===== config.mk =====
export PLATFORM = sky130hd
export DESIGN_NAME = cswait_ctrl
export DESIGN_NICKNAME = d
export VERILOG_FILES = /design/src/rtl/cswait_pkg.sv /design/src/rtl/cswait_regs.sv /design/src/rtl/cswait_decode.sv /design/src/rtl/cswait_seq.sv /design/src/rtl/cswait_ctrl.sv
export SDC_FILE = /design/constraint.sdc
export NUM_CORES = 1
export LEC_CHECK = 0
export CORE_MARGIN = 2
export CORE_UTILIZATION = 50
export DETAILED_ROUTE_END_ITERATION = 16
export DONT_BUFFER_PORTS = 1
export PLACE_DENSITY = 0.75
export SLEW_MARGIN = 5
export SYNTH_ARGS = -nofsm -noshare
export SYNTH_HDL_FRONTEND = slang
export SYNTH_HIERARCHICAL = 1
export SYNTH_SLANG_ARGS = --single-unit

===== constraint.sdc =====
create_clock -name clk -period 3.6 [get_ports clk]
set_input_delay 0.18 -clock clk [delete_from_list [all_inputs] [get_ports clk]]
set_output_delay 0.18 -clock clk [all_outputs]
set_load 0.05 [all_outputs]

===== src/rtl/cswait_pkg.sv =====
package cswait_pkg;
  localparam int BOUND_W = 8;
  localparam int WCNT_W  = 3;

  typedef struct packed {
    logic [BOUND_W-1:0] lo;
    logic [BOUND_W-1:0] hi;
    logic               en;
    logic               mon;
    logic [WCNT_W-1:0]  wcnt;
  } region_cfg_t;

  typedef enum logic [1:0] {ST_IDLE, ST_ACC, ST_GRANT} bus_state_e;

  localparam logic [1:0] FLD_LO   = 2'd0;
  localparam logic [1:0] FLD_HI   = 2'd1;
  localparam logic [1:0] FLD_CTRL = 2'd2;
endpackage


===== src/rtl/cswait_regs.sv =====
module cswait_regs
  import cswait_pkg::*;
#(
  parameter int NREG = 4,
  localparam int SEL_W = (NREG > 1) ? $clog2(NREG) : 1
) (
  input  logic                   clk,
  input  logic                   rst_n,
  input  logic                   cfg_we,
  input  logic [SEL_W-1:0]       cfg_region,
  input  logic [1:0]             cfg_field,
  input  logic [7:0]             cfg_wdata,
  input  logic                   lock,
  output region_cfg_t [NREG-1:0] cfg_o
);
  for (genvar g = 0; g < NREG; g++) begin : g_reg
    localparam region_cfg_t RST_VAL = (g == 0) ?
      region_cfg_t'{lo: '0, hi: '1, en: 1'b1, mon: 1'b1, wcnt: '1} :
      region_cfg_t'{lo: '0, hi: '0, en: 1'b0, mon: 1'b0, wcnt: '0};
    logic hit_w;
    assign hit_w = cfg_we && !lock && (cfg_region == SEL_W'(g));
    always_ff @(posedge clk or negedge rst_n) begin
      if (!rst_n) begin
        cfg_o[g] <= RST_VAL;
      end else if (hit_w) begin
        case (cfg_field)
          FLD_LO:   cfg_o[g].lo <= cfg_wdata;
          FLD_HI:   cfg_o[g].hi <= cfg_wdata;
          FLD_CTRL: begin
            cfg_o[g].en   <= cfg_wdata[0];
            cfg_o[g].mon  <= cfg_wdata[1];
            cfg_o[g].wcnt <= cfg_wdata[2+:WCNT_W];
          end
          default: ;
        endcase
      end
    end
  end


  cfg_locked_chk: assert property (@(posedge clk) disable iff (!rst_n)
    (lock && cfg_we) |=> $stable(cfg_o));
endmodule


===== src/rtl/cswait_decode.sv =====
module cswait_decode
  import cswait_pkg::*;
#(
  parameter int NREG = 4,
  localparam int SEL_W = (NREG > 1) ? $clog2(NREG) : 1
) (
  input  logic [BOUND_W-1:0]     addr_hi,
  input  region_cfg_t [NREG-1:0] cfg,
  output logic                   hit,
  output logic [SEL_W-1:0]       idx
);
  always_comb begin
    hit = 1'b0;
    idx = '0;
    for (int i = NREG - 1; i >= 0; i--) begin
      if (cfg[i].en && addr_hi >= cfg[i].lo && addr_hi <= cfg[i].hi) begin
        hit = 1'b1;
        idx = SEL_W'(i);
      end
    end
  end
endmodule


===== src/rtl/cswait_seq.sv =====
module cswait_seq
  import cswait_pkg::*;
#(
  parameter int NREG = 4,
  localparam int SEL_W = (NREG > 1) ? $clog2(NREG) : 1
) (
  input  logic              clk,
  input  logic              rst_n,
  input  logic              start_req,
  input  logic              start_rd,
  input  logic              req_bus,
  input  logic              wait_n,
  input  logic              dec_hit,
  input  logic [SEL_W-1:0]  dec_idx,
  input  logic [WCNT_W-1:0] dec_wcnt,
  input  logic              dec_mon,
  output bus_state_e        state,
  output logic              cur_hit,
  output logic [SEL_W-1:0]  cur_idx,
  output logic              cur_rd,
  output logic              cpu_ready
);
  logic [WCNT_W-1:0] left_q;
  logic              mon_q;
  logic              stretch;

  assign stretch   = mon_q && !wait_n;
  assign cpu_ready = (state == ST_ACC) && (left_q == '0) && !stretch;

  always_ff @(posedge clk or negedge rst_n) begin
    if (!rst_n) begin
      state   <= ST_IDLE;
      left_q  <= '0;
      mon_q   <= 1'b0;
      cur_hit <= 1'b0;
      cur_idx <= '0;
      cur_rd  <= 1'b0;
    end else begin
      case (state)
        ST_IDLE: begin
          if (req_bus) begin
            state <= ST_GRANT;
          end else if (start_req) begin
            state   <= ST_ACC;
            cur_hit <= dec_hit;
            cur_idx <= dec_idx;
            cur_rd  <= start_rd;
            left_q  <= dec_hit ? dec_wcnt : '0;
            mon_q   <= dec_hit && dec_mon;
          end
        end
        ST_ACC: begin
          if (left_q != '0) left_q <= left_q - 1'b1;
          else if (!stretch) state <= ST_IDLE;
        end
        ST_GRANT: if (!req_bus) state <= ST_IDLE;
        default: state <= ST_IDLE;
      endcase
    end
  end


  wait_hold_chk: assert property (@(posedge clk) disable iff (!rst_n)
    (state == ST_ACC && left_q == '0 && mon_q && !wait_n) |=> (state == ST_ACC && left_q == '0));

  ready_single_chk: assert property (@(posedge clk) disable iff (!rst_n)
    cpu_ready |=> !cpu_ready);

  grant_boundary_chk: assert property (@(posedge clk) disable iff (!rst_n)
    (state == ST_ACC) |=> (state != ST_GRANT));
endmodule


===== src/rtl/cswait_ctrl.sv =====
module cswait_ctrl
  import cswait_pkg::*;
#(
  parameter int NREG   = 4,
  parameter int ADDR_W = 24,
  localparam int SEL_W = (NREG > 1) ? $clog2(NREG) : 1
) (
  input  logic              clk,
  input  logic              rst_n,
  input  logic [ADDR_W-1:0] cpu_addr,
  input  logic              cpu_mreq,
  input  logic              cpu_rd,
  input  logic              cpu_wr,
  output logic              cpu_ready,
  input  logic              wait_n,
  input  logic              bus_req_n,
  output logic              bus_ack_n,
  output logic              bus_oe,
  input  logic [ADDR_W-1:0] ext_addr,
  input  logic              ext_mreq,
  output logic [NREG-1:0]   cs_n,
  output logic              rd_n,
  output logic              wr_n,
  input  logic              cfg_we,
  input  logic [SEL_W-1:0]  cfg_region,
  input  logic [1:0]        cfg_field,
  input  logic [7:0]        cfg_wdata
);
  region_cfg_t [NREG-1:0] cfg;
  bus_state_e             state;
  logic                   granted;
  logic [BOUND_W-1:0]     dec_addr;
  logic                   dec_hit, cur_hit, cur_rd;
  logic [SEL_W-1:0]       dec_idx, cur_idx;

  assign granted  = (state == ST_GRANT);
  assign dec_addr = granted ? ext_addr[ADDR_W-1 -: BOUND_W] : cpu_addr[ADDR_W-1 -: BOUND_W];

  cswait_regs #(.NREG(NREG)) u_regs (
    .clk(clk), .rst_n(rst_n), .cfg_we(cfg_we), .cfg_region(cfg_region),
    .cfg_field(cfg_field), .cfg_wdata(cfg_wdata), .lock(granted), .cfg_o(cfg)
  );

  cswait_decode #(.NREG(NREG)) u_dec (
    .addr_hi(dec_addr), .cfg(cfg), .hit(dec_hit), .idx(dec_idx)
  );

  cswait_seq #(.NREG(NREG)) u_seq (
    .clk(clk), .rst_n(rst_n),
    .start_req(cpu_mreq && (cpu_rd || cpu_wr)), .start_rd(cpu_rd),
    .req_bus(!bus_req_n), .wait_n(wait_n),
    .dec_hit(dec_hit), .dec_idx(dec_idx),
    .dec_wcnt(cfg[dec_idx].wcnt), .dec_mon(cfg[dec_idx].mon),
    .state(state), .cur_hit(cur_hit), .cur_idx(cur_idx), .cur_rd(cur_rd),
    .cpu_ready(cpu_ready)
  );

  always_comb begin
    cs_n = '1;
    if (state == ST_ACC && cur_hit) cs_n[cur_idx] = 1'b0;
    else if (granted && ext_mreq && dec_hit) cs_n[dec_idx] = 1'b0;
  end

  assign rd_n      = !(state == ST_ACC && cur_rd);
  assign wr_n      = !(state == ST_ACC && !cur_rd);
  assign bus_ack_n = !granted;
  assign bus_oe    = !granted;


  cs_onehot_chk: assert property (@(posedge clk) disable iff (!rst_n)
    $onehot0(~cs_n));

  release_chk: assert property (@(posedge clk) disable iff (!rst_n)
    !bus_ack_n |-> (rd_n && wr_n && !bus_oe && !cpu_ready));

  ack_entry_chk: assert property (@(posedge clk) disable iff (!rst_n)
    $fell(bus_ack_n) |-> ($past(!bus_req_n) && $past(rd_n && wr_n)));

  ack_exit_chk: assert property (@(posedge clk) disable iff (!rst_n)
    $rose(bus_ack_n) |-> $past(bus_req_n));
endmodule


==> results of run 1 <==
area by class of cell:
type,count,area share [%]
multi-input combinational,322,48.80
inverter,68,3.751
clock buffer,12,3.553
tap,143,2.579
timing repair buffer,42,6.456
clock inverter,4,0.6853
sequential,94,34.17
sequential cells by signal, indices dropped and copies added, names as in the netlist:
register,count
u_regs/cfg_o,84
u_seq/cur_hit,1
u_seq/cur_idx,2
u_seq/cur_rd,1
u_seq/left_q,3
u_seq/mon_q,1
u_seq/state,2
cells in the mapped netlist, types with 6 or more instances:
| master | count |
|---|---|
| sky130_fd_sc_hd__a21o_1 | 6 |
| sky130_fd_sc_hd__a21oi_1 | 23 |
| sky130_fd_sc_hd__buf_6 | 6 |
| sky130_fd_sc_hd__clkbuf_1 | 6 |
| sky130_fd_sc_hd__dfrtp_1 | 81 |
| sky130_fd_sc_hd__dfstp_2 | 13 |
| sky130_fd_sc_hd__ha_1 | 66 |
| sky130_fd_sc_hd__inv_1 | 68 |
| sky130_fd_sc_hd__mux2_2 | 81 |
| sky130_fd_sc_hd__mux2_4 | 15 |
| sky130_fd_sc_hd__nand2_1 | 15 |
| sky130_fd_sc_hd__nand2_2 | 6 |
| sky130_fd_sc_hd__nand2b_1 | 6 |
| sky130_fd_sc_hd__nand4_1 | 7 |
| sky130_fd_sc_hd__nor2_1 | 9 |
| sky130_fd_sc_hd__nor2b_1 | 11 |
| sky130_fd_sc_hd__o21ai_0 | 12 |
repair_timing:
item	in CTS	in global routing
hold buffers	11	0
hold endpoints to repair	179	0
gates cloned	1	0
buffers inserted	7	4
pin swaps	18	10
gates resized for setup	40	17
endpoints found under the setup margin	8	8
metal layers:
| metal | vias to the layer above | part of all wire, % | GRT usage [%] | wire [um] |
|---|---|---|---|---|
| li1 | 1838 | - | - | - |
| met1 | 1988 | 43 | 26.65 | 5647 |
| met2 | 71 | 52 | 38.63 | 6858 |
| met3 | 26 | 2.5 | 2.994 | 328 |
| met4 | 0 | 3.1 | 10.78 | 416 |
| met5 | - | 0 | 0 | 0 |
cell families after synthesis:
group                    after synthesis  share of synthesized area [%]
multiplexers                         100                          21.16
flip-flops                            94                          40.83
AND/OR/NAND/NOR                       86                          9.685
buffers and inverters                 81                          6.083
AO/OA/AOI/OAI                         69                          8.002
adder cells (fa/ha/maj)               66                          14.24
report_power, final:
part	internal [mW]	switching [mW]
Clock	0.555	0.400
Combinational	0.941	0.916
Sequential	1.40	0.182
final timing paths:
kind / start / depth (start not counted) / slack [ns] / to
max in group asynchronous: rst_n / 2 / 2.79 / u_regs/cfg_o[9]
min in group asynchronous: rst_n / 2 / 0.38 / u_seq/cur_rd
worst max-delay path: u_seq/state[0] / 13 / -0.20 / cs_n[1]
worst min-delay path: bus_req_n / 2 / 0.05 / u_seq/state[1]
worst max register to register: u_seq/state[0] / 15 / -0.14 / u_seq/left_q[0]
worst min register to register: u_regs/cfg_o[15] / 1 / 0.50 / u_regs/cfg_o[15]
metrics by stage:
stage / worst slack (ns) / cells / TNS (ns)
global route: -0.2939 / 685 / -2.097
finish: -0.2043 / 685 / -1.275
global placement: -0.004516 / 647 / -0.004516
CTS: -0.1319 / 681 / -0.4204
detailed placement: -0.1280 / 647 / -0.6420
floorplan: 0.02756 / 496 / 0
worst max-delay path: stages (launching register included):
cell and delay, ns:
sky130_fd_sc_hd__dfrtp_2 0.43, sky130_fd_sc_hd__nand2b_4 0.21, sky130_fd_sc_hd__mux2_4 0.36, sky130_fd_sc_hd__buf_6 0.15, sky130_fd_sc_hd__ha_4 0.26, sky130_fd_sc_hd__nand4_1 0.25, sky130_fd_sc_hd__nor3_4 0.31, sky130_fd_sc_hd__a31oi_4 0.07
sky130_fd_sc_hd__or3_4 0.43, sky130_fd_sc_hd__a21oi_4 0.16, sky130_fd_sc_hd__buf_6 0.13, sky130_fd_sc_hd__inv_4 0.03, sky130_fd_sc_hd__o32a_1 0.32, sky130_fd_sc_hd__buf_12 0.16
==> results.json, run 1 <==
{
  "design.die.area_um2": 12480,
  "htree_levels": 3,
  "grt_pass1_vias": 4208,
  "cts_inserted_buffers": 9,
  "critical_path_class": "reg2out",
  "final_hold_viol_count": 0,
  "layout.cell_area.non_filler_um2": 6938,
  "ir_drop_mv": 0.3531,
  "start_kind": "flip-flop",
  "drc": 0,
  "dr_pass1_iterations": 4,
  "drv_slew": 0,
  "design.portCount": 78,
  "grt.overflow.total": 0,
  "cp.required_ns": 3.42,
  "yosys_warnings": 6,
  "crit_fanout": 5,
  "fp.dieW_um": 111.7,
  "maxCapViolCount": 0,
  "synth.largest_area_cell": "sky130_fd_sc_hd__dfrtp_1",
  "grt_pass1_wl_um": 21220,
  "post-route-worst-setup-slack_ns": -0.2043,
  "yosys-top-cells-area": "sky130_fd_sc_hd__dfrtp_1 35%, sky130_fd_sc_hd__mux2_2 16%, sky130_fd_sc_hd__ha_1 14%",
  "final-setup-viol-count": 8,
  "initial_antenna_violation_count": 0,
  "route.final.wire_length_um": 13250,
  "routedWlPerCell_um": 19.34,
  "syn_avg_cell_area_um2": 11.69,
  "multi_input_comb_area_um2": 3386,
  "worst_skew_pair_later_pin_latency_ns": 0.35,
  "dpl_cell_area_um2": 6127,
  "ant_diodes": 0,
  "postSynth.asyncResetShare_pct": 100.0,
  "clock_skew_ns": 0.005171,
  "pwr_density_cell_nw_per_um2": 633.7,
  "seqCellArea_um2": 2371,
  "number_of_synthesized_flops_with_an_enable_pin": 0,
  "place.detailed.hpwl_um": 9079,
  "max_freq_mhz": 262.9,
  "status": "finished with violations",
  "leakage_nw": 3.169,
  "post_synth_instance_area_um2": 5801,
  "global_route.usage.total_pct": 22.01,
  "period_minus_slack_ns": 3.804,
  "violations": "setup timing",
  "timing.hold.ws_ns": 0.04769,
  "crit_arrival_ns": 3.62,
  "final_weighted_congestion_in_routability_driven_placement": 0.8517,
  "cts_sinks": 94,
  "post_route_antenna_net_violation_count": 0,
  "share_of_synthesized_area_occupied_by_flip_flops_and_latches_pct": 40.83,
  "drt-initial-drc-count": 166,
  "rsz0062_at_grt": "true",
  "num_rows": 39,
  "hp-class": "in2reg",
  "vias": 3923,
  "netlist_instances": 496,
  "final_cell_mix": "81 x sky130_fd_sc_hd__mux2_2, 79 x sky130_fd_sc_hd__dfrtp_1, 66 x sky130_fd_sc_hd__inv_1",
  "routed_via_density": 5.727,
  "power_mw": 4.396,
  "tritoncts": "yes",
  "die_h_um": 111.7,
  "place.port_buffers": 0,
  "syn_nets": 631,
  "layout-drive-gt1-share_pct": 40.04,
  "synth_largest_type_area_fraction_pct": 34.94,
  "initial_core_util_pct": 51.02,
  "largest_net_degree_at_the_start_of_global_routing": 95,
  "worst_relative_slew_slack_pct": 37.07,
  "fin_crit_sh_pct": 105.7,
  "clockBufferDepth": 2,
  "worst_pin_slew_ns": 0.9421,
  "clkSlewWorstSetupHoldPaths_ns": 0.06,
  "num-nets-final": 672,
  "post-route-util_pct": 61.02,
  "synth_top_flop_cell": "sky130_fd_sc_hd__dfrtp_1",
  "yosys.cell_types.count": 59,
  "fillers": 884,
  "area_delta_synth_final_pct": 19.61,
  "cts-root-buf": "sky130_fd_sc_hd__clkbuf_16",
  "yosys_register_bits": 94,
  "placeableCoreArea_um2": 11370,
  "cp-end-kind": "primary output",
  "mostFrequentLayoutCell": "sky130_fd_sc_hd__mux2_2"
}
Power figures use the tool's default switching activity.
==> inputs of run 2 (changes only) <==
--- a/config.mk
+++ b/config.mk
@@ -5,11 +5,14 @@
 export SDC_FILE = /design/constraint.sdc
 export NUM_CORES = 1
 export LEC_CHECK = 0
+export CELL_PAD_IN_SITES_DETAIL_PLACEMENT = 1
+export CELL_PAD_IN_SITES_GLOBAL_PLACEMENT = 2
 export CORE_MARGIN = 2
-export CORE_UTILIZATION = 50
+export CORE_UTILIZATION = 39
 export DETAILED_ROUTE_END_ITERATION = 16
 export DONT_BUFFER_PORTS = 1
-export PLACE_DENSITY = 0.75
+export PLACE_DENSITY = 0.84
+export REMOVE_ABC_BUFFERS = 1
 export SLEW_MARGIN = 5
 export SYNTH_ARGS = -nofsm -noshare
 export SYNTH_HDL_FRONTEND = slang
==> run 2 against run 1 <==
Net effect:
- the run still ends with setup timing left
- first-iteration DRC count up 4.2%
- final area up 5.9%
- clock skew up 0.0049 ns
- largest power group unchanged
==> results.json, run 2 (synthesis gave the netlist of run 1 again) <==
{
  "crit_fanout": 5,
  "rsz0062_at_grt": "true",
  "global_route.usage.total_pct": 21.49,
  "largest_net_degree_at_the_start_of_global_routing": 95,
  "drv_slew": 0,
  "power_mw": 4.882,
  "final_hold_viol_count": 0,
  "area_delta_synth_final_pct": 26.70,
  "initial_core_util_pct": 39.91,
  "worst_relative_slew_slack_pct": 37.71,
  "pwr_density_cell_nw_per_um2": 664.2,
  "final_weighted_congestion_in_routability_driven_placement": 0.8331,
  "period_minus_slack_ns": 3.814,
  "crit_path_max_incr_delay_ns": 0.40,
  "post-route-worst-setup-slack_ns": -0.2140,
  "worst_skew_pair_later_pin_latency_ns": 0.35,
  "cts-root-buf": "sky130_fd_sc_hd__clkbuf_16",
  "worst_pin_slew_ns": 0.9324,
  "critical_path.top_delay_family": "compound AO/OA/AOI/OAI gates",
  "tritoncts": "yes",
  "cp_cell_sequence": "nand2b_4 -> buf_6 -> mux2_4 -> ha_1 -> nand2_2 -> nor3_4 -> nor2_1 -> a221oi_2 -> o21ba_4 -> buf_12 -> a311oi_4 -> nand2_1 -> o22a_1 -> buf_6",
  "crit-reg2reg-launch": "u_seq/state[0]",
  "violations": "setup timing",
  "layout-drive-gt1-share_pct": 44.25,
  "timing.reg2reg.worst_path_depth": 16,
  "vias": 4120,
  "grt_pass1_vias": 4703,
  "hp-class": "in2reg",
  "routedWlPerCell_um": 22.52,
  "num-nets-final": 695,
  "final-setup-viol-count": 8,
  "cp-end-kind": "primary output",
  "dr_pass1_iterations": 4,
  "max_flop_register": "u_regs/cfg_o",
  "post_route_antenna_net_violation_count": 0,
  "ir_drop_mv": 0.3480,
  "design.die.area_um2": 15860,
  "reg2reg_slack_ns": -0.17,
  "cp.required_ns": 3.42,
  "grt_pass1_wl_um": 26080,
  "drt-initial-drc-count": 173,
  "cts_sinks": 94,
  "fp.dieW_um": 126.0,
  "num_rows": 44,
  "holdCritStartpoint": "bus_req_n",
  "cpMostUsedCell": "sky130_fd_sc_hd__buf_6",
  "leakage_nw": 3.308,
  "place.port_buffers": 0,
  "routed_via_density": 5.479,
  "hold_path_end": "u_seq/state[1]",
  "placeableCoreArea_um2": 14530,
  "post_layout_nonfiller_instances": 752,
  "critPathLaunch": "u_seq/state[0]",
  "design.portCount": 78,
  "clockBufferDepth": 2,
  "final_cell_mix": "81 x sky130_fd_sc_hd__mux2_2, 80 x sky130_fd_sc_hd__dfrtp_1, 66 x sky130_fd_sc_hd__inv_1",
  "r2r_end": "u_seq/left_q[1]",
  "initial_antenna_violation_count": 2,
  "largest_reg_flops": 84,
  "route.final.wire_length_um": 16930,
  "min_path_cells": 2,
  "grt.overflow.total": 0,
  "place_inst": 704,
  "layout.cell_area.non_filler_um2": 7350,
  "post-route-util_pct": 50.57,
  "cp_slowest_cell": "sky130_fd_sc_hd__dfrtp_1",
  "die_h_um": 126.0,
  "drc": 0,
  "status": "finished with violations",
  "htree_levels": 3,
  "critical_path_class": "reg2out",
  "place.detailed.hpwl_um": 11050,
  "start_kind": "flip-flop",
  "cts_inserted_buffers": 9,
  "max_freq_mhz": 262.2,
  "crit_arrival_ns": 3.63,
  "dpl_cell_area_um2": 6238,
  "finalSetupTns_ns": -1.208,
  "dp_slack_ns": -0.3254,
  "maxCapViolCount": 0,
  "largestRegisters": "u_regs/cfg_o (84), u_seq/left_q (3)",
  "timing.hold.ws_ns": 0.04794,
  "clock_skew_ns": 0.01003,
  "timing.critical_path.buf_inv": 3,
  "clkSlewWorstSetupHoldPaths_ns": 0.07,
  "mostFrequentLayoutCell": "sky130_fd_sc_hd__mux2_2",
  "fin_crit_sh_pct": 105.9
}
run 2: cell types whose count changed in the layout (fill, tap and decap cells not counted), sizes merged:
| cell | change |
|---|---|
| clkinv | -1 |
| clkbuf | -1 |
| diode | +3 |
| buf | +23 |
| bufinv | +2 |
run 2: where the power goes:
part | switching, mW | leakage [nW] | internal [mW]
logic | 1.07 | 1.99 | 1.10
clock network | 0.422 | 0.166 | 0.700
registers | 0.190 | 1.15 | 1.40
run 2: final cells by class:
class                   count  area (um^2)
diodes                      3        7.507
clock buffers              11        242.7
clock inverters             5        106.4
fillers                  1507         7184
inverters                  68        265.3
multi-input cells         322         3506
flip-flops and latches     94         2370
well taps                 184        230.2
repair buffers             65        621.8
run 2: what timing repair did:
| action | in CTS | in global routing |
|---|---|---|
| setup buffers | 10 | 8 |
| cloned | 1 | 0 |
| hold buffers | 11 | 0 |
| setup endpoints to repair | 8 | 8 |
| resized for setup | 46 | 38 |
| hold endpoints to repair | 179 | 0 |
| pin swaps | 25 | 24 |
run 2: how the worst max path moves through the flow:
| stage | end | slack [ns] | cells after the start |
|---|---|---|---|
| 6_report | cs_n[3] | -0.21 | 14 |
| 5_1_grt | cs_n[2] | -0.35 | 14 |
| 4_1_cts | cs_n[1] | -0.12 | 13 |
| 3_3_place_gp | u_seq/left_q[1] | -0.20 | 14 |
| 2_1_floorplan | cs_n[2] | -1.49 | 11 |
| 3_5_place_dp | u_seq/left_q[1] | -0.33 | 16 |
run 2: routing by layer:
metal	GRT usage, %	part of all wire (%)
met3	5.990	4.9
met2	36.88	50
met5	0	0
met4	7.304	3.4
met1	26.04	42
run 2: worst register-to-register path: cells and delay by family (launching register included):
family	cells	cell delay, ns
multiplexers	2	0.64
AND/OR/NAND/NOR	5	0.62
buffers and inverters	3	0.48
flip-flops	1	0.40
AO/OA/AOI/OAI	5	1.21
adder cells (fa/ha/maj)	1	0.31
